===== src/rtl/sock_state_pkg.sv =====
package sock_state_pkg;

    typedef enum logic [1:0] {
        SK_EMPTY   = 2'd0,
        SK_IDENT   = 2'd1,
        SK_PRESENT = 2'd2
    } sock_st_e;

    localparam int SOCK_W    = 3;
    localparam logic [SOCK_W-1:0] SOCK_RST = 3'b001;

endpackage


===== src/rtl/sock_fsm.sv =====
module sock_fsm
    import sock_state_pkg::*;
(
    input  logic clk,
    input  logic rst,
    input  logic card_detect,
    input  logic ident_busy,
    output logic cap_pulse
);

    sock_st_e state_q, state_d;

    always_ff @(posedge clk) begin
        if (rst) state_q <= SK_EMPTY;
        else     state_q <= state_d;
    end

    always_comb begin
        state_d   = state_q;
        cap_pulse = 1'b0;
        unique case (state_q)
            SK_EMPTY: begin
                if (card_detect) state_d = SK_IDENT;
            end
            SK_IDENT: begin
                if (!ident_busy) begin
                    state_d   = SK_PRESENT;
                    cap_pulse = 1'b1;
                end
            end
            SK_PRESENT: begin
                if (!card_detect) state_d = SK_EMPTY;
            end
            default: state_d = SK_EMPTY;
        endcase
    end

    // identification is never cut short while busy
    p_ident_hold_r7: assert property (@(posedge clk) disable iff (rst)
        (state_q == SK_IDENT && ident_busy) |=> (state_q == SK_IDENT));

endmodule


===== src/rtl/sock_cap_regs.sv =====
module sock_cap_regs
    import sock_state_pkg::*;
#(
    parameter int CV_W = 4
) (
    input  logic              clk,
    input  logic              rst,
    input  logic              cap_pulse,
    input  logic [CV_W-1:0]   vsense,
    input  logic              force_wr,
    input  logic [SOCK_W-1:0] force_sock,
    input  logic [CV_W-1:0]   force_card,
    output logic [SOCK_W-1:0] sock_bits,
    output logic [CV_W-1:0]   card_bits
);

    always_ff @(posedge clk) begin
        if (rst) begin
            sock_bits <= SOCK_RST;
        end else if (force_wr) begin
            sock_bits <= force_sock;
        end
    end

    logic [CV_W-1:0] card_base;
    logic [CV_W-1:0] card_or;

    always_comb begin
        card_base = cap_pulse ? vsense : card_bits;
        card_or   = force_wr ? force_card : '0;
    end

    always_ff @(posedge clk) begin
        if (rst) card_bits <= '0;
        else     card_bits <= card_base | card_or;
    end

    // socket bits follow the last force write
    p_sock_load_r2: assert property (@(posedge clk) disable iff (rst)
        force_wr |=> (sock_bits == $past(force_sock)));

    // forced card bits are set after the write
    p_force_card_r6: assert property (@(posedge clk) disable iff (rst)
        force_wr |=> ((card_bits & $past(force_card)) == $past(force_card)));

    // card field moves only on a capture or a force write
    p_card_stable_r5: assert property (@(posedge clk) disable iff (rst)
        (!cap_pulse && !force_wr) |=> $stable(card_bits));

endmodule


===== src/rtl/sock_sticky.sv =====
module sock_sticky #(
    parameter int N = 2
) (
    input  logic         clk,
    input  logic         rst_sticky,
    input  logic         clr,
    input  logic [N-1:0] set,
    output logic [N-1:0] q
);

    for (genvar i = 0; i < N; i++) begin : g_bit
        always_ff @(posedge clk) begin
            if (rst_sticky)  q[i] <= 1'b0;
            else if (set[i]) q[i] <= 1'b1;
            else if (clr)    q[i] <= 1'b0;
        end

        // an event sets its flag by the next clock
        p_set_r8: assert property (@(posedge clk) disable iff (rst_sticky)
            set[i] |=> q[i]);

        // a set flag survives until cleared or reset
        p_hold_r9: assert property (@(posedge clk) disable iff (rst_sticky)
            (q[i] && !clr) |=> q[i]);
    end

endmodule


===== src/rtl/sock_state_reg.sv =====
module sock_state_reg
    import sock_state_pkg::*;
#(
    parameter int CV_W  = 4,
    parameter int ST_W  = 2,
    parameter int LOW_W = 8
) (
    input  logic              clk,
    input  logic              prst_n,
    input  logic              grst_n,
    input  logic              pme_en,
    input  logic              card_detect,
    input  logic              ident_busy,
    input  logic [CV_W-1:0]   vsense,
    input  logic              force_wr,
    input  logic [SOCK_W-1:0] force_sock_data,
    input  logic [CV_W-1:0]   force_card_data,
    input  logic              dev_5v_off,
    input  logic              bad_vcc_evt,
    input  logic              data_lost_evt,
    input  logic [LOW_W-1:0]  low_status,
    output logic [31:0]       rd_data
);

    localparam int RSVD_W = 32 - SOCK_W - 1 - CV_W - ST_W - LOW_W;

    logic rst_all;
    logic rst_sticky;
    logic cap_pulse;
    logic [SOCK_W-1:0] sock_bits;
    logic [CV_W-1:0]   card_bits;
    logic [ST_W-1:0]   sticky_q;

    always_comb begin
        rst_all    = !prst_n || !grst_n;
        rst_sticky = !grst_n || (!prst_n && !pme_en);
    end

    sock_fsm u_fsm (
        .clk         (clk),
        .rst         (rst_all),
        .card_detect (card_detect),
        .ident_busy  (ident_busy),
        .cap_pulse   (cap_pulse)
    );

    sock_cap_regs #(.CV_W(CV_W)) u_cap (
        .clk        (clk),
        .rst        (rst_all),
        .cap_pulse  (cap_pulse),
        .vsense     (vsense),
        .force_wr   (force_wr),
        .force_sock (force_sock_data),
        .force_card (force_card_data),
        .sock_bits  (sock_bits),
        .card_bits  (card_bits)
    );

    sock_sticky #(.N(ST_W)) u_sticky (
        .clk        (clk),
        .rst_sticky (rst_sticky),
        .clr        (cap_pulse),
        .set        ({bad_vcc_evt, data_lost_evt}),
        .q          (sticky_q)
    );

    always_comb begin
        rd_data = {sock_bits, ~dev_5v_off, {RSVD_W{1'b0}},
                   card_bits, sticky_q, low_status};
    end

endmodule


===== config.mk =====
export PLATFORM = sky130hd
export DESIGN_NAME = sock_state_reg
export DESIGN_NICKNAME = d
export VERILOG_FILES = /design/src/rtl/sock_state_pkg.sv /design/src/rtl/sock_fsm.sv /design/src/rtl/sock_cap_regs.sv /design/src/rtl/sock_sticky.sv /design/src/rtl/sock_state_reg.sv
export SDC_FILE = /design/constraint.sdc
export NUM_CORES = 1
export LEC_CHECK = 0
export CAP_MARGIN = 20
export CORE_ASPECT_RATIO = 1.25
export CORE_MARGIN = 3
export CORE_UTILIZATION = 28
export DETAILED_ROUTE_END_ITERATION = 16
export HOLD_SLACK_MARGIN = 0.15
export PLACE_DENSITY = 0.77
export SLEW_MARGIN = 20
export SYNTH_ARGS = -nofsm -noshare
export SYNTH_HDL_FRONTEND = slang
export SYNTH_SLANG_ARGS = --single-unit

===== constraint.sdc =====
create_clock -name clk -period 1.3 [get_ports clk]
set_input_delay 0.26 -clock clk [delete_from_list [all_inputs] [get_ports clk]]
set_output_delay 0.26 -clock clk [all_outputs]
set_load 0.05 [all_outputs]

==> flow_summary.yaml <==
clock_network:
  clkLatencyLatePin_ns: 0.26
  cts_resized: 0
  hold_buffers: 0
  h-tree-depth: 1
  root_buffer: "clkbuf_4"
  cts.path.max_buffers: 2
  cts_tree: "done"
  cts_setup_buffers: 0
  cts_made_buffers: 3
  cts_sinks: 11
  clk_pin_slew_ns: 0.07
logic_synthesis:
  yosys-top-cells-area: "dfxtp_1 (37%), buf_4 (28%), mux2i_1 (6.7%)"
  synth_fa_ha_area_share_pct: 0
  ys_warn_count: 0
  yosys.area.top_type: "dfxtp_1"
  synth_top_family_by_area: "buffers and inverters"
  ys.flop_type: "dfxtp_1"
  ys_async_sr_fraction_pct: 0
  syn_area_um2: 598
  synth-simple-area-share_pct: 12.1
  synth_area_per_cell_um2: 8.93
  synthMuxAreaShare_pct: 6.69
  synth-compound-area-share_pct: 13.0
  synth.distinct_cells: 18
  synth-xor-area-share_pct: 0
  synth_edf_count: 0
  synth-seq-cells: 11
  seq_area_frac_synth_pct: 36.8
  synth_top_area_share_pct: 36.8
  netlist_instances: 67
pwr:
  ir_drop_uv: 434
  cellLeakagePower_uw: 0.000393
  power_density_nw_per_um2: 954
  p_total_uw: 898
sta:
  finalSetupViolCount: 0
  fin_crit_sh_pct: 96.6
  rsz0062_at_grt: "no"
  hold_viol_final: 0
  fin_crit_ns: 1.26
  finClkSkew_ns: 0.00153
  maxSlewViolCount: 0
  fmax_ghz: 0.797
outcome:
  status: "complete, no violations"
detailed_routing:
  antenna_left: 0
  drtIter0Drc: 5
  via_per_inst: 4.51
  wl_per_cell_um: 11.7
  totalWireLength_mm: 1.33
  firstDrtPassIters: 4
  drc: 0
  vias: 510
floorplanning:
  dieHeight_um: 57.7
  rows: 18
  dieArea_um2: 2730
  core_um2: 2000
  ios: 61
  die_w_um: 47.3
  start_util_pct: 29.8
placed_design:
  dpl.hpwl_mm: 1.12
  place_area_um2: 915
  dp_cells: 109
  portBuffers: 30
  gp_congestion: 0.725
global_route:
  grt_usage_pct: 10.2
  grt_antenna_before_repair: 0
  gr-total-overflow: 0
  grt_max_degree: 9
  grt_pass1_wl_mm: 1.99
  grt_pass1_vias: 463
layout:
  sequential_cell_area_um2: 220
  syn_to_final_growth_pct: 57.3
  finalInstanceArea_um2: 941
  antenna_cells: 0
  nNetsFinal: 123
  multi_input_area_um2: 243
  layout-drive-gt1-share_pct: 20.4
  finalNonFillerCells: 113
  fillers: 204
job:
  maxCapViolCount: 0
setup_path:
  end_kind: "register"
  critPathArrivalTime_ns: 1.40
  r2r_setup_slack_ns: 0.08
  critPathKind: "in -> reg"
  crit_fanout: 7
  cp.required_ns: 1.44
  worst_setup_path_start_kind: "input pin"
worst_hold_path:
  hold_class: "reg -> reg"
-- state kept, by name (all words and copies together) (netlist names) --
register and count:
u_fsm.state_q 2, u_cap.card_bits 4, u_sticky.q 2, u_cap.sock_bits 3
-- cell families (layout without fill, tap and decap cells) --
logic type             count (synthesis)  in the layout
multiplexers                           4              4
buffers and inverters                 25             38
other                                  1             14
AO/OA/AOI/OAI                         12             12
flip-flops                            11             11
AND/OR/NAND/NOR                       14             14
-- layout make-up --
class | count | share of cell area, %
clock buffer | 4 | 2.79
inverter | 1 | 0.399
multi-input combinational | 44 | 25.8
sequential | 11 | 23.4
tap | 20 | 2.66
timing repair buffer | 33 | 44.9
-- worst max-delay path, stage by stage --
cell             delay [ns]
clkdlybuf4s50_1        0.41
or3b_1                 0.49
a21oi_2                0.18
nor2_1                 0.05
-- through the flow --
| step | hold WS [ns] | util (%) | setup TNS, ns | setup WS (ns) |
|---|---|---|---|---|
| detailed placement | 0.485 | 45.6 | -1.28 | -0.238 |
| finish | 0.494 | 46.9 | 0 | 0.0448 |
| CTS | 0.495 | 46.9 | 0 | 0.0540 |
| global route | 0.515 | 46.9 | 0 | 0.0125 |
| global placement | 0.475 | 45.6 | -1.13 | -0.199 |
| floorplan | 0.332 | - | 0 | 0.197 |
-- power by group --
group,leakage [uW],internal (uW),switching (uW)
clock network,0.0000150,119,107
logic,0.000288,127,178
registers,0.0000901,351,15.6
total,0.000393,597,301
-- cell usage in the layout (no fill, tap or decap), drive strengths merged --
cell | Yosys | routed
nand3 | 1 | 1
clkdlybuf4s50 | 0 | 20
buf | 23 | 13
nand3b | 1 | 1
a21oi | 7 | 7
nand2 | 5 | 5
or3b | 1 | 1
clkbuf | 1 | 4
a22oi | 4 | 4
conb | 1 | 14
nor2 | 4 | 4
nor3b | 1 | 1
dfxtp | 11 | 11
mux2i | 4 | 4
o21ai | 1 | 1
inv | 1 | 1
nor3 | 1 | 1
-- synth_stat cells, types with 2 or more instances --
cell / count
buf_4: 22
dfxtp_1: 11
a21oi_1: 5
nand2_1: 5
a22oi_1: 4
mux2i_1: 4
nor2_1: 4
a21oi_2: 2
-- routing by layer --
| metal | vias to the layer above | GRT usage (%) | part of all wire, % |
|---|---|---|---|
| met4 | 0 | 6.32 | 2.3 |
| met5 | - | 0 | 0 |
| met2 | 37 | 17.2 | 52 |
| li1 | 240 | - | - |
| met1 | 225 | 10.2 | 34 |
| met3 | 8 | 3.42 | 11 |
-- path summary, 6_finish.rpt --
kind / from / to / depth (start not counted)
hold reg to reg: u_fsm.state_q[1] / u_fsm.state_q[0] / 1
hold / removal: u_fsm.state_q[1] / u_fsm.state_q[0] / 1
setup reg to reg: u_fsm.state_q[0] / u_sticky.q[0] / 3
setup / recovery: ident_busy / u_sticky.q[0] / 4
Note: power is estimated with default switching activity, not from simulation.
